## src/rtl/shared_engine_arb_pkg.sv

```systemverilog
`timescale 1ns/1ps
package shared_engine_arb_pkg;
   localparam int unsigned OFS_RX  = 0;
   localparam int unsigned OFS_TX  = 4;
   localparam int unsigned BIT_REQ = 0;
   localparam int unsigned BIT_GNT = 1;

   typedef enum logic [1:0] {
      SEL_NONE = 2'd0,
      SEL_RX   = 2'd1,
      SEL_TX   = 2'd2
   } reg_sel_e;
endpackage

```

## src/rtl/arb_prio_pick.sv

```systemverilog
`timescale 1ns/1ps
// Fixed-priority one-hot picker; LOW_FIRST selects which end wins.
module arb_prio_pick #(
   parameter int unsigned N         = 3,
   parameter bit          LOW_FIRST = 1'b1
) (
   input  logic [N-1:0] req,
   output logic [N-1:0] pick
);
   logic [N:0] seen;
   assign seen[0] = 1'b0;

   generate
      if (LOW_FIRST) begin : g_low
         for (genvar i = 0; i < N; i++) begin : g_bit
            assign pick[i]   = req[i] & ~seen[i];
            assign seen[i+1] = seen[i] | req[i];
         end
      end else begin : g_high
         for (genvar i = 0; i < N; i++) begin : g_bit
            assign pick[N-1-i] = req[N-1-i] & ~seen[i];
            assign seen[i+1]   = seen[i] | req[N-1-i];
         end
      end
   endgenerate
endmodule

```

## src/rtl/arb_chan.sv

```systemverilog
`timescale 1ns/1ps
// One channel: request flags for all clients plus the held grant.
module arb_chan #(
   parameter int unsigned N         = 3,
   parameter bit          LOW_FIRST = 1'b1
) (
   input  logic         clk,
   input  logic         rst_n,
   input  logic [N-1:0] wr_en,
   input  logic [N-1:0] wr_bit,
   output logic [N-1:0] req_o,
   output logic [N-1:0] gnt_o
);
   logic [N-1:0] req_q;
   logic [N-1:0] gnt_q;
   logic [N-1:0] gnt_live;
   logic [N-1:0] pick;
   logic         busy;

   always_ff @(posedge clk or negedge rst_n) begin
      if (!rst_n) req_q <= '0;
      else        req_q <= (req_q & ~wr_en) | (wr_en & wr_bit);
   end

   // A grant only counts while its owner still requests.
   assign gnt_live = gnt_q & req_q;
   assign busy     = |gnt_live;

   arb_prio_pick #(.N(N), .LOW_FIRST(LOW_FIRST)) u_pick (
      .req  (req_q),
      .pick (pick)
   );

   always_ff @(posedge clk or negedge rst_n) begin
      if (!rst_n)     gnt_q <= '0;
      else if (!busy) gnt_q <= pick;
   end

   assign req_o = req_q;
   assign gnt_o = gnt_live;
endmodule

```

## src/rtl/arb_regif.sv

```systemverilog
`timescale 1ns/1ps
// Per-client register decode and read mux.
module arb_regif
   import shared_engine_arb_pkg::*;
#(
   parameter int unsigned DATA_W = 32,
   parameter int unsigned ADDR_W = 4
) (
   input  logic              wr,
   input  logic [ADDR_W-1:0] addr,
   input  logic [DATA_W-1:0] wdata,
   input  logic              rx_req,
   input  logic              rx_gnt,
   input  logic              tx_req,
   input  logic              tx_gnt,
   output logic              rx_wr,
   output logic              tx_wr,
   output logic              wbit,
   output logic [DATA_W-1:0] rdata
);
   localparam logic [ADDR_W-1:0] A_RX = ADDR_W'(OFS_RX);
   localparam logic [ADDR_W-1:0] A_TX = ADDR_W'(OFS_TX);

   reg_sel_e sel;
   logic     unused_wdata;

   always_comb begin
      if (addr == A_RX)      sel = SEL_RX;
      else if (addr == A_TX) sel = SEL_TX;
      else                   sel = SEL_NONE;
   end

   assign rx_wr        = wr && (sel == SEL_RX);
   assign tx_wr        = wr && (sel == SEL_TX);
   assign wbit         = wdata[BIT_REQ];
   assign unused_wdata = ^wdata;

   always_comb begin
      rdata = '0;
      unique case (sel)
         SEL_RX: begin
            rdata[BIT_REQ] = rx_req;
            rdata[BIT_GNT] = rx_gnt;
         end
         SEL_TX: begin
            rdata[BIT_REQ] = tx_req;
            rdata[BIT_GNT] = tx_gnt;
         end
         default: rdata = '0;
      endcase
   end
endmodule

```

## src/rtl/shared_engine_arb.sv

```systemverilog
`timescale 1ns/1ps
module shared_engine_arb #(
   parameter int unsigned N_CLIENTS = 3,
   parameter int unsigned DATA_W    = 32,
   parameter int unsigned ADDR_W    = 4,
   parameter bit          LOW_FIRST = 1'b1
) (
   input  logic                          clk,
   input  logic                          rst_n,
   input  logic [N_CLIENTS-1:0]          reg_wr,
   input  logic [N_CLIENTS*ADDR_W-1:0]   reg_addr,
   input  logic [N_CLIENTS*DATA_W-1:0]   reg_wdata,
   output logic [N_CLIENTS*DATA_W-1:0]   reg_rdata,
   output logic [N_CLIENTS-1:0]          owner
);
   generate
      if (N_CLIENTS < 2) begin : g_chk_n
         $error("shared_engine_arb: N_CLIENTS must be at least 2");
      end
      if (DATA_W < 2) begin : g_chk_dw
         $error("shared_engine_arb: DATA_W must hold request and grant bits");
      end
      if (ADDR_W < 3) begin : g_chk_aw
         $error("shared_engine_arb: ADDR_W must reach the transmit offset");
      end
   endgenerate

   logic [N_CLIENTS-1:0] rx_wr;
   logic [N_CLIENTS-1:0] tx_wr;
   logic [N_CLIENTS-1:0] wbit;
   logic [N_CLIENTS-1:0] rx_req;
   logic [N_CLIENTS-1:0] rx_gnt;
   logic [N_CLIENTS-1:0] tx_req;
   logic [N_CLIENTS-1:0] tx_gnt;

   generate
      for (genvar c = 0; c < N_CLIENTS; c++) begin : g_client
         arb_regif #(.DATA_W(DATA_W), .ADDR_W(ADDR_W)) u_if (
            .wr     (reg_wr[c]),
            .addr   (reg_addr[c*ADDR_W +: ADDR_W]),
            .wdata  (reg_wdata[c*DATA_W +: DATA_W]),
            .rx_req (rx_req[c]),
            .rx_gnt (rx_gnt[c]),
            .tx_req (tx_req[c]),
            .tx_gnt (tx_gnt[c]),
            .rx_wr  (rx_wr[c]),
            .tx_wr  (tx_wr[c]),
            .wbit   (wbit[c]),
            .rdata  (reg_rdata[c*DATA_W +: DATA_W])
         );
      end
   endgenerate

   arb_chan #(.N(N_CLIENTS), .LOW_FIRST(LOW_FIRST)) u_rx (
      .clk    (clk),
      .rst_n  (rst_n),
      .wr_en  (rx_wr),
      .wr_bit (wbit),
      .req_o  (rx_req),
      .gnt_o  (rx_gnt)
   );

   arb_chan #(.N(N_CLIENTS), .LOW_FIRST(LOW_FIRST)) u_tx (
      .clk    (clk),
      .rst_n  (rst_n),
      .wr_en  (tx_wr),
      .wr_bit (wbit),
      .req_o  (tx_req),
      .gnt_o  (tx_gnt)
   );

   assign owner = rx_gnt & tx_gnt;
endmodule

```

## config.mk

```make
export PLATFORM = sky130hd
export DESIGN_NAME = shared_engine_arb
export DESIGN_NICKNAME = d
export VERILOG_FILES = /design/src/rtl/shared_engine_arb_pkg.sv /design/src/rtl/arb_prio_pick.sv /design/src/rtl/arb_chan.sv /design/src/rtl/arb_regif.sv /design/src/rtl/shared_engine_arb.sv
export SDC_FILE = /design/constraint.sdc
export NUM_CORES = 1
export LEC_CHECK = 0
export CAP_MARGIN = 20
export CORE_AREA = 5 5 79 81
export CTS_CLUSTER_DIAMETER = 50
export DETAILED_ROUTE_END_ITERATION = 8
export DIE_AREA = 0 0 84 86
export DONT_BUFFER_PORTS = 1
export SYNTH_ARGS = -nofsm -noshare
export SYNTH_HDL_FRONTEND = slang
export SYNTH_HIERARCHICAL = 1
export SYNTH_SLANG_ARGS = --single-unit
```

## constraint.sdc

```tcl
create_clock -name clk -period 1.6 [get_ports clk]
set_input_delay 0.16 -clock clk [delete_from_list [all_inputs] [get_ports clk]]
set_output_delay 0.16 -clock clk [all_outputs]
set_load 0.01 [all_outputs]
```

==> results by group <==
Setup path
  – CP endpoint kind: output pin
  – Delay of the slowest critical-path stage: 0.36 ns
  – Worst Path Arrival: around 1.2 ns
  – WS Path Type: register to output pin
  – CP Max Fanout: 7
  – Worst reg2reg path depth: 2
  – Crit path cell chain: buf_4, and2_1, mux2i_1, nor2_1
  – WP data required: ~1.4 ns
  – Critical Path Slowest Stage Cell: dfrtp_1
  – Startpoint Class: register

Timing
  – Sum Neg Setup Slack: 0 ns
  – Slew Viols, Final: 0
  – Clk_skew: between 0.00015 and 0.0002 ns
  – Fin Hold WS: about 0.06 ns
  – RSZ-0062 raised after global routing: false
  – Final setup vio count: 0
  – Final hold violations: 0
  – Fmax: approximately 720 MHz
  – Rel. slew slack: 0.637
  – Fin crit share: 0.864
  – Slew @ Worst Pin: 0.543 ns
  – Final Critical Period: around 1.4 ns

Power and ir drop
  – PnR Total Power: 0.00130 W
  – Max IR drop VDD: around 0.00058 V
  – Leak: 0.679 nW
  – PwrDens: around 1000 mW/mm²

Clock network
  – CTS tree: built
  – Clk slew on worst S/H paths: 0.05 ns
  – TritonCTS Buffers: 3
  – H-Tree Depth: 1
  – Clock Tree Root: clkbuf_8
  – Clk_lat worst skew: between 0.2 and 0.25 ns
  – Max Buffers Root-to-Sink: 2
  – CTS sink cnt: 12

Placed design
  – Port Buffers: 0
  – Placed inst area: 0.00123 mm²
  – Hpwl dp: about 2.2 mm
  – GP Congestion: around 0.7

Floorplanning
  – Io pins: about 210
  – Die ar.: 0.00722 mm²
  – Rows: 27
  – Core Area: approximately 0.0054 mm²
  – Die Y: 86 µm
  – Die Width: 84 µm
  – Initial Util: 0.275

Worst hold path
  – Hold Path Stages: 1
  – Worst min path class: input port to register

Synthesis
  – Synth warn: 6
  – Largest cells by area after synthesis: buf_4 (48%), dfrtp_1 (20%), mux2_1 (7.6%)
  – Cells after Synth: roughly 170
  – Number of library cell types mapped by synthesis: 16
  – Register area share after synthesis: 0.202
  – Syn_area_per_cell: a little under 9 µm²
  – Synth Register Bits: 12
  – Synth area leader: buf_4
  – Post-synth top area share: 0.479
  – Mapped Area: approximately 0.0015 mm²

Final layout
  – Syn-to-layout area delta: -13.0%
  – Nets: roughly 280
  – Fill cells: 591
  – Share of layout cells above drive strength 1: 0.101
  – Post-layout util: 0.240
  – N_diodes: 0
  – Finished Cell Area: 0.00129 mm²

Global route
  – Grt ovf: 0
  – First-pass GRT wire length: 3.27 mm
  – Maximum number of pins on one net before global-route repair: 13
  – Initial antenna violation count: 0
  – Total GRT Usage: 0.0571
  – Vias in the first global route: approximately 660

Detailed routing
  – Met2 wire len: between 1 and 1.5 mm
  – Total wire length: approximately 2.5 mm
  – DR pass1 iterations: 4
  – M1 WL: about 860 µm
  – DRC viols: 0
  – Vias post-DR: ~790
  – Metal3 WL: between 400 and 500 µm
  – Number of routed nets with antenna violations: 0
  – Vias per Instance: 3.29
  – First DRT Iteration DRCs: 18
  – Wirelength per Cell: roughly 10 µm
  – Top Layer Used: met4

Outcome
  – Outcome: complete, no violations

Run
  – Max Cap Violations: 0
-- critical path: cells and delay by family (launching register included) --
family | cells | cell delay, ns
buffers and inverters | 1 | 0.16
muxes | 1 | 0.09
and+or+nand+nor | 2 | 0.37
DFF | 1 | 0.36
-- power by group --
group | internal [W] | switching, W
registers | 0.000410 | 0.0000906
logic | 0.000206 | 0.000266
clock network | 0.000217 | 0.000107
-- synth_stat cells --
| cell type | instances |
|---|---|
| a221oi_1 | 2 |
| a222oi_1 | 2 |
| and2_1 | 9 |
| and3_1 | 3 |
| buf_4 | 95 |
| conb_1 | 3 |
| dfrtp_1 | 12 |
| inv_1 | 4 |
| mux2_1 | 10 |
| mux2i_1 | 6 |
| nor2_1 | 6 |
| nor2b_1 | 2 |
| nor3_1 | 3 |
| nor3b_2 | 5 |
| o32ai_1 | 2 |
| or3_4 | 3 |
-- metrics by stage --
| step | setup slack [ns] | std cells |
|---|---|---|
| floorplan | 0.276 | 254 |
| global placement | 0.286 | 236 |
| detailed placement | 0.261 | 236 |
| CTS | 0.174 | 241 |
| global route | 0.118 | 241 |
| finish | 0.217 | 241 |
-- area by class of cell --
type	count	area, µm²	share of cell area
clock buffer	4	55.1	0.0425
sequential	12	300	0.232
multi-input combinational	143	787	0.608
tap	72	90.1	0.0696
timing repair buffer	6	47.5	0.0367
inverter	4	15.0	0.0116
-- cell families after synthesis --
| family | after synthesis | synth area share |
|---|---|---|
| DFF | 12 | 0.202 |
| other | 3 | 0.00756 |
| muxes | 16 | 0.116 |
| and+or+nand+nor | 31 | 0.149 |
| buffers and inverters | 99 | 0.489 |
| AOI/OAI and AO/OA | 6 | 0.0370 |
-- layout by cell type (no fill, tap or decap), types with 4 or more instances in the layout --
| master | count |
|---|---|
| and2_1 | 9 |
| buf_4 | 5 |
| clkbuf_8 | 4 |
| conb_1 | 90 |
| dfrtp_1 | 12 |
| inv_1 | 4 |
| mux2_1 | 10 |
| mux2i_1 | 6 |
| nor2_1 | 6 |
| nor3b_2 | 5 |
-- path summary, 6_finish.rpt --
check                                   start                    endpoint  slack (ns)
worst max-delay path                 register                reg_rdata[1]        0.22
worst min-delay path            reg_wdata[32]                    register        0.06
worst max register to register       register               u_rx/gnt_q[1]        0.26
worst min register to register  u_tx/gnt_q[1]               u_tx/gnt_q[1]        0.53
max in group asynchronous               rst_n               u_tx/gnt_q[1]        0.90
min in group asynchronous               rst_n  asynchronous set/reset pin        0.35
-- layer usage --
metal / vias to the layer above / global-route usage
met1: 358 / 0.0666
met2: 65 / 0.0904
li1: 367 / -
met5: - / 0
met3: 2 / 0.0307
met4: 0 / 0.0175
-- timing repair --
action,in CTS,in global routing
hold buffers,1,0
hold endpoints to repair,12,0
gates resized for setup,0,0
buffers inserted,0,0
endpoints found under the setup margin,0,0
Note: power is estimated with default switching activity, not from simulation.
